`src/rtl/rtc_irq_pkg.sv`:
```
// Package: field positions and sizes shared by the RTC interrupt status logic.
// Assumes an 8-bit register read path.
package rtc_irq_pkg;
    localparam int REG_W     = 8;
    localparam int NUM_FLAGS = 3;
    localparam int FLAG_LSB  = 4;          // flags occupy [FLAG_LSB +: NUM_FLAGS]
    localparam int SUM_BIT   = REG_W - 1;  // summary interrupt bit
    localparam int VALID_BIT = REG_W - 1;  // supply-valid bit position
    localparam int FLG_UPDATE   = 0;
    localparam int FLG_ALARM    = 1;
    localparam int FLG_PERIODIC = 2;
endpackage

```
`src/rtl/rtc_evt_flag.sv`:
```
// Module: one sticky event flag.
// Set by a one-cycle pulse and cleared by a register read. A force-clear
// overrides both. A set that arrives with a read is kept.
// Assumes a synchronous active-low reset.
module rtc_evt_flag (
    input  logic clk,
    input  logic rst_n,
    input  logic set_i,
    input  logic rd_clr_i,
    input  logic hold_clr_i,
    output logic flag_o
);
    logic flag_q;

    // Flag storage: force-clear, then clear-on-read OR new event.
    always_ff @(posedge clk) begin
        if (!rst_n)          flag_q <= 1'b0;
        else if (hold_clr_i) flag_q <= 1'b0;
        else                 flag_q <= (flag_q & ~rd_clr_i) | set_i;
    end

    assign flag_o = flag_q;

    // a read with no new event leaves the flag clear
    a_r4_read_clears: assert property (@(posedge clk) disable iff (!rst_n)
        (rd_clr_i && !set_i) |=> !flag_q);
    // an event without force-clear is always captured, even during a read
    a_r5_event_kept: assert property (@(posedge clk) disable iff (!rst_n)
        (set_i && !hold_clr_i) |=> flag_q);
    // force-clear wins over a simultaneous event
    a_r6_hold_wins: assert property (@(posedge clk) disable iff (!rst_n)
        hold_clr_i |=> !flag_q);
endmodule

```
`src/rtl/rtc_supply_mon.sv`:
```
// Module: sticky supply-valid bit.
// Low voltage clears it. A read of the supply-status byte re-arms it
// unless low voltage is still present. Also gives the next-state value,
// so that other logic can act in the same edge as the change.
// Assumes a synchronous active-low reset, and that power-up leaves the
// contents untrusted (reset value 0).
module rtc_supply_mon (
    input  logic clk,
    input  logic rst_n,
    input  logic low_volt_i,
    input  logic rd_i,
    output logic valid_o,
    output logic valid_nxt_o
);
    logic valid_q;
    logic valid_d;

    // Next state: low voltage dominates, then re-arm on read.
    always_comb begin
        if (low_volt_i) valid_d = 1'b0;
        else if (rd_i)  valid_d = 1'b1;
        else            valid_d = valid_q;
    end

    // Valid-bit register.
    always_ff @(posedge clk) begin
        if (!rst_n) valid_q <= 1'b0;
        else        valid_q <= valid_d;
    end

    assign valid_o     = valid_q;
    assign valid_nxt_o = valid_d;

    // low voltage always invalidates
    a_r8_low_clears: assert property (@(posedge clk) disable iff (!rst_n)
        low_volt_i |=> !valid_q);
    // a clean read re-arms
    a_r8_read_arms: assert property (@(posedge clk) disable iff (!rst_n)
        (rd_i && !low_volt_i) |=> valid_q);
    // otherwise sticky
    a_r8_sticky: assert property (@(posedge clk) disable iff (!rst_n)
        (!rd_i && !low_volt_i) |=> $stable(valid_q));
endmodule

```
`src/rtl/rtc_irq_combine.sv`:
```
// Module: interrupt equation. The interrupt is active when any flag is
// set together with its own enable. Purely combinational.
module rtc_irq_combine
    import rtc_irq_pkg::*;
(
    input  logic [NUM_FLAGS-1:0] flags_i,
    input  logic [NUM_FLAGS-1:0] en_i,
    output logic                 irq_o
);
    // OR of the enabled flags.
    always_comb irq_o = |(flags_i & en_i);
endmodule

```
`src/rtl/rtc_irq_status.sv`:
```
// Module: RTC interrupt status register, top level.
// Holds the periodic, alarm and update flags, the enable gating and the
// sticky supply-valid bit, and drives the interrupt line.
// Assumes that the read strobes last one cycle per access, and that the
// read data is sampled in the same cycle as the strobe.
module rtc_irq_status
    import rtc_irq_pkg::*;
(
    input  logic             clk,
    input  logic             rst_n,
    input  logic             soft_rst,
    input  logic             rtc_disable,
    input  logic             periodic_tick,
    input  logic             alarm_hit,
    input  logic             update_done,
    input  logic             en_periodic,
    input  logic             en_alarm,
    input  logic             en_update,
    input  logic             flag_rd,
    input  logic             supply_rd,
    input  logic             low_volt,
    output logic [REG_W-1:0] flag_rdata,
    output logic [REG_W-1:0] supply_rdata,
    output logic             irq_out
);
    logic [NUM_FLAGS-1:0] evt;
    logic [NUM_FLAGS-1:0] en;
    logic [NUM_FLAGS-1:0] flags;
    logic                 valid;
    logic                 valid_nxt;
    logic                 irq;

    // Gather the event pulses and the enables into flag-indexed vectors.
    always_comb begin
        evt = '0;
        en  = '0;
        evt[FLG_UPDATE]   = update_done;
        evt[FLG_ALARM]    = alarm_hit;
        evt[FLG_PERIODIC] = periodic_tick;
        en[FLG_UPDATE]    = en_update;
        en[FLG_ALARM]     = en_alarm;
        en[FLG_PERIODIC]  = en_periodic;
    end

    rtc_supply_mon u_supply (
        .clk         (clk),
        .rst_n       (rst_n),
        .low_volt_i  (low_volt),
        .rd_i        (supply_rd),
        .valid_o     (valid),
        .valid_nxt_o (valid_nxt)
    );

    for (genvar i = 0; i < NUM_FLAGS; i++) begin : g_flag
        logic clr;
        if (i == FLG_ALARM) begin : g_alarm
            // Alarm is held clear while the supply-valid bit is (or becomes) 0.
            assign clr = ~valid_nxt;
        end else begin : g_timebase
            // Time-base flags follow the software reset and the RTC disable.
            assign clr = soft_rst | rtc_disable;
        end
        rtc_evt_flag u_flag (
            .clk        (clk),
            .rst_n      (rst_n),
            .set_i      (evt[i]),
            .rd_clr_i   (flag_rd),
            .hold_clr_i (clr),
            .flag_o     (flags[i])
        );
    end

    rtc_irq_combine u_comb (
        .flags_i (flags),
        .en_i    (en),
        .irq_o   (irq)
    );

    // Assemble the two read bytes; unused bits read 0.
    always_comb begin
        flag_rdata                           = '0;
        flag_rdata[SUM_BIT]                  = irq;
        flag_rdata[FLAG_LSB +: NUM_FLAGS]    = flags;
        supply_rdata                         = '0;
        supply_rdata[VALID_BIT]              = valid;
    end

    assign irq_out = irq;

    // whenever the supply bit reads 0, the alarm flag reads 0
    a_r7_alarm_gated: assert property (@(posedge clk) disable iff (!rst_n)
        !supply_rdata[VALID_BIT] |-> !flag_rdata[FLAG_LSB + FLG_ALARM]);
    // a read with no events, no enable change drops the interrupt
    a_r4_irq_drops: assert property (@(posedge clk) disable iff (!rst_n)
        (flag_rd && !periodic_tick && !alarm_hit && !update_done) |=> !irq_out);
    // first cycle after reset release has no interrupt
    a_r9_reset_quiet: assert property (@(posedge clk)
        !rst_n |=> (flags == '0) && !valid);
endmodule

```
`config.mk`:
```
export PLATFORM = sky130hd
export DESIGN_NAME = rtc_irq_status
export DESIGN_NICKNAME = d
export VERILOG_FILES = /design/src/rtl/rtc_irq_pkg.sv /design/src/rtl/rtc_evt_flag.sv /design/src/rtl/rtc_supply_mon.sv /design/src/rtl/rtc_irq_combine.sv /design/src/rtl/rtc_irq_status.sv
export SDC_FILE = /design/constraint.sdc
export NUM_CORES = 1
export LEC_CHECK = 0
export BUFFER_PORTS_ARGS = -buffer_cell sky130_fd_sc_hd__buf_2
export CORE_AREA = 8 8 45 47
export DETAILED_ROUTE_END_ITERATION = 10
export DIE_AREA = 0 0 53 55
export GPL_ROUTABILITY_DRIVEN = 0
export PLACE_DENSITY = 0.66
export SLEW_MARGIN = 10
export SYNTH_ARGS = -nofsm -noshare
export SYNTH_HDL_FRONTEND = slang
export SYNTH_SLANG_ARGS = --single-unit
export TNS_END_PERCENT = 10
```
`constraint.sdc`:
```
create_clock -name clk -period 1.3 [get_ports clk]
set_input_delay 0 -clock clk [delete_from_list [all_inputs] [get_ports clk]]
set_output_delay 0 -clock clk [all_outputs]
set_load 0.01 [all_outputs]
```
==> run summary, run 1 <==
Post-synthesis share of cell area spent on full adders, half adders and majority gates: 0%. TritonCTS built the clock tree. In this run the deepest clock path goes through 2 buffers.

The ratio of final minimum period to clock period works out to 84.8%. After synthesis, flip-flops and latches occupy 26.6% of the total area. The finished cells cover 372 sq um.

In this run the static leakage power is 0.220 nW. The wire length per cell after detailed routing works out to 10.0 um. The kind of capture point of the worst setup path was an output port. A synthesized cell averages 8.38 sq um. In this run the critical register-to-register path is launched from g_flag[1].u_flag.flag_o. The number of distinct library cells after synthesis is 12, and the switching share of power is 25.1%. Following the worst setup path forward leads to its endpoint at irq_out.

After technology mapping, the gate count stands at 36. Endpoint required time on the critical path: 1.30 ns. After synthesis, the share of cell area in mux cells is 0%. For the worst setup path, the data arrival time is 1.10 ns.

The cell with the biggest individual delay on the critical path was dfxtp_1. STA classifies the critical path startpoint as a register. At the later pin of the worst-skew pair, clock insertion delay measures 0.23 ns. In the routed layout, each cell is associated on average with a via count of 3.54. The filler cells instantiated in the layout total 159.

The run gives 68 as the net count of the finished layout. Library cell occupying the most area in the post-synthesis netlist: buf_4. The overall via count from detail_route is 244. Sorting the synthesized cells by area gives the leading types as buf_4 (40%), dfxtp_1 (27%), inv_1 (6.2%), a2111oi_2 (5.0%), nand2b_4 (4.6%).

The internal power of the cells totals 260 uW. Worst hold path class: in -> reg. The tools report the full die area as 2920 sq um. The most common cell in the synthesized netlist is buf_4. Once the floorplan was initialized, standard cells occupied 21.8% of the core. Area growth from synthesis to layout: 23.2%. In this run the tool buffered the top-level ports with 18 buffer cells. The run finished with clean final reports. Library cell used as clock root buffer: clkbuf_4.

On the worst path, the slowest cell contributes a delay of 0.33 ns. The number of pins exceeding their max-slew limit in the final report came out at 0. Setup violations remaining at the end of the flow were counted as 0. The synthesized design contains 4 register bits. The critical path runs through a total of 3 cells. For the total number of clock tree sinks, the log shows 4. The logs give 692 um for the total routed wirelength and 302 sq um for the post-synthesis instance area. The leading register cell type out of synthesis was dfxtp_1. For the placed wire-length estimate after detailed placement, the log shows 654 um.

In this run the critical register-to-register path is captured at g_flag[1].u_flag.flag_o. The top achievable clock speed is 907 MHz, and the xor and xnor fraction of the mapped netlist area is 0%. The setup total negative slack is 0 ns.

By area, the combinational part of the netlist is dominated by buffers and inverters. The H-tree depth reported by CTS is 1. The length of the first detailed-routing pass in iterations is 4.

In this run, the clock network consumes 43.8% of the power. Walking the worst path, the cells encountered are a222oi_1 -> inv_1 -> buf_2. The tool flagged a number of max-cap violations equal to 0. The multi-input combinational cells in the finished layout cover a total of 120 sq um. The logs give 14 for the number of core rows and 0 for the warning count from the yosys run. The number of cells on the worst reg-to-reg path is 2, and the total power density per cell area is 936 nW/um^2. For the number of hold-slack violations in the final timing report, the log shows 0. The total overflow reported by the global router is 0, and the fraction of the mapped netlist area in compound gates is 11.6%. Area share of the largest cell type after synthesis: 39.8%. After clock tree synthesis, the clock-pin slew on the worst setup and hold paths is 0.04 ns. The logs give 0 for the number of antenna violations at the first check in global routing and 329 sq um for the post-placement cell area. The post-route netlist has 43.4% of its cells at a drive strength greater than 1.

Setup repair after global routing left no endpoint under its margin. The synthesized design contains 0 enable-type register cells. The floorplan step set the die height to 55 um.

The startpoint identified for the worst hold timing path is update_done. The critical path in this run is classified as reg -> out. Buffers inserted during clock tree synthesis total 3. Registers take 80.1 sq um. For the finished layout, the period the worst path requires is 1.10 ns.

The repair_antennas step left the layout with diodes totalling 0. Start point of the critical path: g_flag[1].u_flag.flag_o. In this run the power spent charging and discharging nets is 87.3 uW. Combinational cells account for 18.6% of the total power. The logs give 986 um for the global-route wire length before repair and 0.0000232 ns for the setup clock skew after layout. The peak fanout along the critical path works out to 3.

The count of unresolved DRC violations after routing is 0, and the maximum VDD drop is 0.316 mV. On the critical path the largest part of the delay comes from flip-flops. The detail route stage leaves a number of antenna-violating nets equal to 0. The number of buffers and inverters on the critical path is 2. In the synthesized netlist the async set-or-reset flop fraction comes to 0%. The first routing iteration left 4 violations. The commonest cells after synthesis are buf_4 (16), inv_1 (5), dfxtp_1 (4), a21oi_1 (2), nand2b_1 (2). The tools report the I/O pin total as 30. In this run, flip-flops and latches consume 37.6% of the power. In this run the horizontal extent of the chip is 53 um. The slack of the worst reg-to-reg path is 0.43 ns. The via count of the first global-routing pass is 280. Global routing consumed, over all layers together, 4.75% of the routing resources. The post-synthesis simple-gate area fraction was 14.5%. Entering global routing, the biggest net connects 4 pins. Placeable core area: 1380 sq um.
-- registers in the layout, summed over array words and instances (netlist names) --
| name | count |
|---|---|
| u_supply.valid_o | 1 |
| g_flag.u_flag.flag_o | 3 |
-- cells by family (layout without fill, tap and decap cells) --
| group | count (synthesis) | in the layout |
|---|---|---|
| buffers and inverters | 21 | 28 |
| and+or+nand+nor | 6 | 6 |
| AOI/OAI and AO/OA | 4 | 4 |
| DFF | 4 | 4 |
| other | 1 | 11 |
-- per-layer routing --
metal  global-route usage (%)  vias up  wire (um)  part of all wire (%)
met4                     3.88        0          0                     0
met1                     3.64      106        221                    32
li1                         -      121          -                     -
met2                     8.20       17        346                    50
met5                        0        -          0                     0
met3                     3.21        0        125                    18
-- repair_timing --
action                                 CTS  global route
endpoints found under the hold margin    3             0
gates resized for setup                  0             0
hold buffers                             2             0
buffers inserted                         0             0
-- tightest hold or removal path, delay by kind of cell --
family | cells | cell delay (ns)
compound gates | 1 | 0.05
buf+inv | 2 | 0.13
-- cell type report --
class / count / area share, %
clock buffers: 3 / 6.06
inverters: 5 / 5.05
multi-input cells: 21 / 32.3
flip-flops and latches: 4 / 21.5
well taps: 16 / 5.39
repair buffers: 20 / 29.6
-- cells in the final DEF, fill, tap and decap left out --
| master | count |
|---|---|
| a2111oi_2 | 1 |
| clkbuf_4 | 3 |
| dlygate4sd3_1 | 2 |
| a222oi_1 | 1 |
| conb_1 | 11 |
| dfxtp_1 | 4 |
| inv_1 | 5 |
| nand2b_1 | 2 |
| or3b_1 | 1 |
| nor3_1 | 1 |
| nand2b_4 | 1 |
| nor2_1 | 1 |
| a21oi_1 | 2 |
| buf_2 | 18 |
-- power by group through the flow --
stage                     clock, mW  combinational, mW  sequential, mW
after global routing          0.167             0.0719           0.131
after global placement            0             0.0592           0.133
after detailed placement          0             0.0597           0.133
after CTS                     0.160             0.0645           0.131
final                         0.152             0.0646           0.131
after floorplan                   0             0.0647           0.132
-- through the flow --
stage | power (mW) | worst slack [ns] | utilization, % | cells | hold WS [ns]
5_1_grt | 0.370 | 0.0847 | 26.9 | 69 | 0.0166
3_5_place_dp | 0.193 | 0.425 | 23.8 | 64 | 0.198
2_1_floorplan | 0.197 | 0.398 | - | 46 | 0.0760
6_report | 0.348 | 0.198 | 26.9 | 69 | 0.0112
3_3_place_gp | 0.192 | 0.413 | 23.8 | 64 | 0.194
4_1_cts | 0.355 | 0.176 | 26.9 | 69 | 0.00741
-- how the worst min path moves through the flow --
stage / end / slack (ns) / depth (start not counted)
3_3_place_gp: u_supply.valid_o / 0.19 / 2
5_1_grt: g_flag[1].u_flag.flag_o / 0.02 / 3
2_1_floorplan: g_flag[1].u_flag.flag_o / 0.08 / 1
3_5_place_dp: g_flag[1].u_flag.flag_o / 0.20 / 2
6_report: g_flag[0].u_flag.flag_o / 0.01 / 3
4_1_cts: g_flag[0].u_flag.flag_o / 0.007 / 3
(Power assumes the default switching activity.)
==> run 2: changes to the inputs <==
--- a/config.mk
+++ b/config.mk
@@ -10,7 +10,7 @@
 export DETAILED_ROUTE_END_ITERATION = 10
 export DIE_AREA = 0 0 53 55
 export GPL_ROUTABILITY_DRIVEN = 0
-export PLACE_DENSITY = 0.66
+export PLACE_DENSITY = 0.68
 export SLEW_MARGIN = 10
 export SYNTH_ARGS = -nofsm -noshare
 export SYNTH_HDL_FRONTEND = slang
==> constraint.sdc (replaced) <==
create_clock -name clk -period 0.9 [get_ports clk]
set_input_delay 0 -clock clk [delete_from_list [all_inputs] [get_ports clk]]
set_output_delay 0 -clock clk [all_outputs]
set_load 0.01 [all_outputs]
==> run summary, run 2 (synthesized netlist as in run 1, its figures left out) <==
The run finished, with violations left. The final reports fail on setup timing. The run gives 4 as the length of the first detailed-routing pass in iterations.

The effective utilization at floorplan was 21.8%; the area growth from synthesis to layout was 33.2%. The sort of element at the start of the critical path is a register. The clock transition time at the flip-flop clock pins of the worst setup and hold paths came out at 0.04 ns.

The count of unresolved DRC violations after routing came out at 0. In this run the worst hold path is classified as in -> reg. The global-route wire length before repair was 972 um.

The via count of the first global-routing pass is 260. Data on the critical path is required at its endpoint by 0.90 ns. The initialized floorplan defines 14 standard-cell rows. In the layout the commonest cells are buf_2 (18), conb_1 (11), inv_1 (5). The length of routed met3 wiring is 118 um. The ratio of final minimum period to clock period is 118%. The detailed-routed wire length on met2 is 369 um. OpenSTA, run right after detailed placement, puts the worst setup slack at 0.0158 ns.

The logs give 70 for the net count of the finished layout and 30 for the I/O pin total. After layout, the design draws a total of 513 uW. TritonCTS built the clock tree.

In this run the worst path has a maximum fanout of 2. The arrival time of the worst setup path came out at 1.06 ns. After detailed routing, no signal wire sits above met3. The number of buffer cells added on primary ports works out to 18. The placeable core area is 1380 sq um. The count of final setup violators is 3. The clock period minus final worst setup slack was 1.06 ns.

The tools report the kind of capture point of the worst setup path as an output port. Setup repair after global routing could not meet its margin everywhere. For the final routed database, the setup TNS stands at -0.327 ns. The tools report the number of pins exceeding their max-slew limit in the final report as 0. The critical path goes through a222oi_1 -> inv_1 -> buf_2. Number of diodes: 0. The tools report the H-tree depth reported by CTS as 1. The type of the setup path with the least slack was reg -> out.

The run gives 0.515 mV as the maximum VDD drop. Most common library cell in the layout ignoring fill and taps: buf_2. Dividing the detail-routed wire length by the instance count gives 10.2 um. The tools report the full die area as 2920 sq um. The run gives 237 um as the routed metal-1 wirelength. Derived from the worst setup path, the maximum achievable clock frequency is 944 MHz. The logs give 0 for the number of antenna violations at the first check in global routing and -0.159 ns for the post-route worst setup slack.

The layout cell share with drive strength beyond 1 was 49.1%; the reported leakage power was 0.232 nW. The later pin in the worst-skew pair is clocked with a latency of 0.23 ns. Total track usage: 4.69%. The number of flip-flops in the largest register was 3; the setup clock skew after layout was 0.00000978 ns.

The critical path's largest stage delay works out to 0.31 ns. For the violation count after the first detailed-route iteration, the log shows 7. In this run, placement finished with an instance count of 65. The tool flagged a number of max-cap violations equal to 0. For this run the aggregate overflow at the end of global routing stands at 0. The maximum buffer depth of the clock tree is 2, and the number of hold-slack violations in the final timing report is 0.

Summed over all layers, the routed wires come to 724 um. The overall via count from detail_route was 252; the post-layout instance count excluding filler cells was 71. The pin count of the biggest net entering global routing is 4, and the die height is 55 um. On the final layout, the worst hold slack is 0.00692 ns. Using the TritonRoute via totals, the vias-per-cell ratio works out to 3.55.

In this run the remaining antenna-violating nets after routing total 0. The root buffer cell chosen for the clock tree is clkbuf_4. The floorplan die width is 53 um, and the total power density per cell area is 1280 nW/um^2. The run gives 3 as the total clock buffers created by CTS.

The slowest stage of the critical path is the dfxtp_2 cell. Counting every sink on the clock net gives 4.
-- run 2: changes by cell type in the layout (fill, tap and decap cells not counted) --
cell	previous run	this run
buf_4	0	2
dfxtp_1	4	2
dfxtp_2	0	2
a2111oi_2	1	0
a2111oi_4	0	1
-- run 2: critical path: cells and delay by family, from the launching register on --
| family | cells | cell delay (ns) |
|---|---|---|
| buffers and inverters | 2 | 0.23 |
| flip-flops | 1 | 0.31 |
| AO/OA/AOI/OAI | 1 | 0.29 |
-- run 2: power by group --
part | switching, mW | internal (mW)
Clock | 0.0712 | 0.149
Sequential | 0.00318 | 0.185
Combinational | 0.0569 | 0.0479
Total | 0.131 | 0.382
-- run 2: metal layers --
| metal | up-vias | GRT usage, % |
|---|---|---|
| met5 | - | 0 |
| li1 | 125 | - |
| met1 | 109 | 3.63 |
| met2 | 18 | 8.59 |
| met3 | 0 | 4.01 |
| met4 | 0 | 1.29 |
-- run 2: final timing paths --
| path | cells after the start | start | to | slack (ns) |
|---|---|---|---|---|
| worst max-delay path | 3 | g_flag[1].u_flag.flag_o | irq_out | -0.16 |
| worst min-delay path | 3 | periodic_tick | g_flag[2].u_flag.flag_o | 0.007 |
| worst max register to register | 3 | g_flag[1].u_flag.flag_o | g_flag[1].u_flag.flag_o | -0.01 |
| worst min register to register | 2 | g_flag[0].u_flag.flag_o | g_flag[0].u_flag.flag_o | 0.49 |
-- run 2: area by class of cell --
type	count	area (sq um)
fill	161	982
multi-input combinational	21	133
inverter	5	18.8
timing repair buffer	22	125
sequential	4	82.6
tap	16	20.0
clock buffer	3	22.5
-- run 2: repair_timing --
| action | in CTS | in global routing |
|---|---|---|
| endpoints found under the hold margin | 2 | 1 |
| setup buffers | 1 | 0 |
| resized for setup | 2 | 1 |
| endpoints found under the setup margin | 2 | 3 |
| hold buffers | 1 | 1 |
| pin swaps | 1 | 1 |
-- run 2: per-stage QoR --
step	utilization (%)	area, sq um
2_1_floorplan	-	339
3_3_place_gp	24.3	337
3_5_place_dp	24.3	337
4_1_cts	28.2	390
5_1_grt	29.0	402
6_report	29.0	402
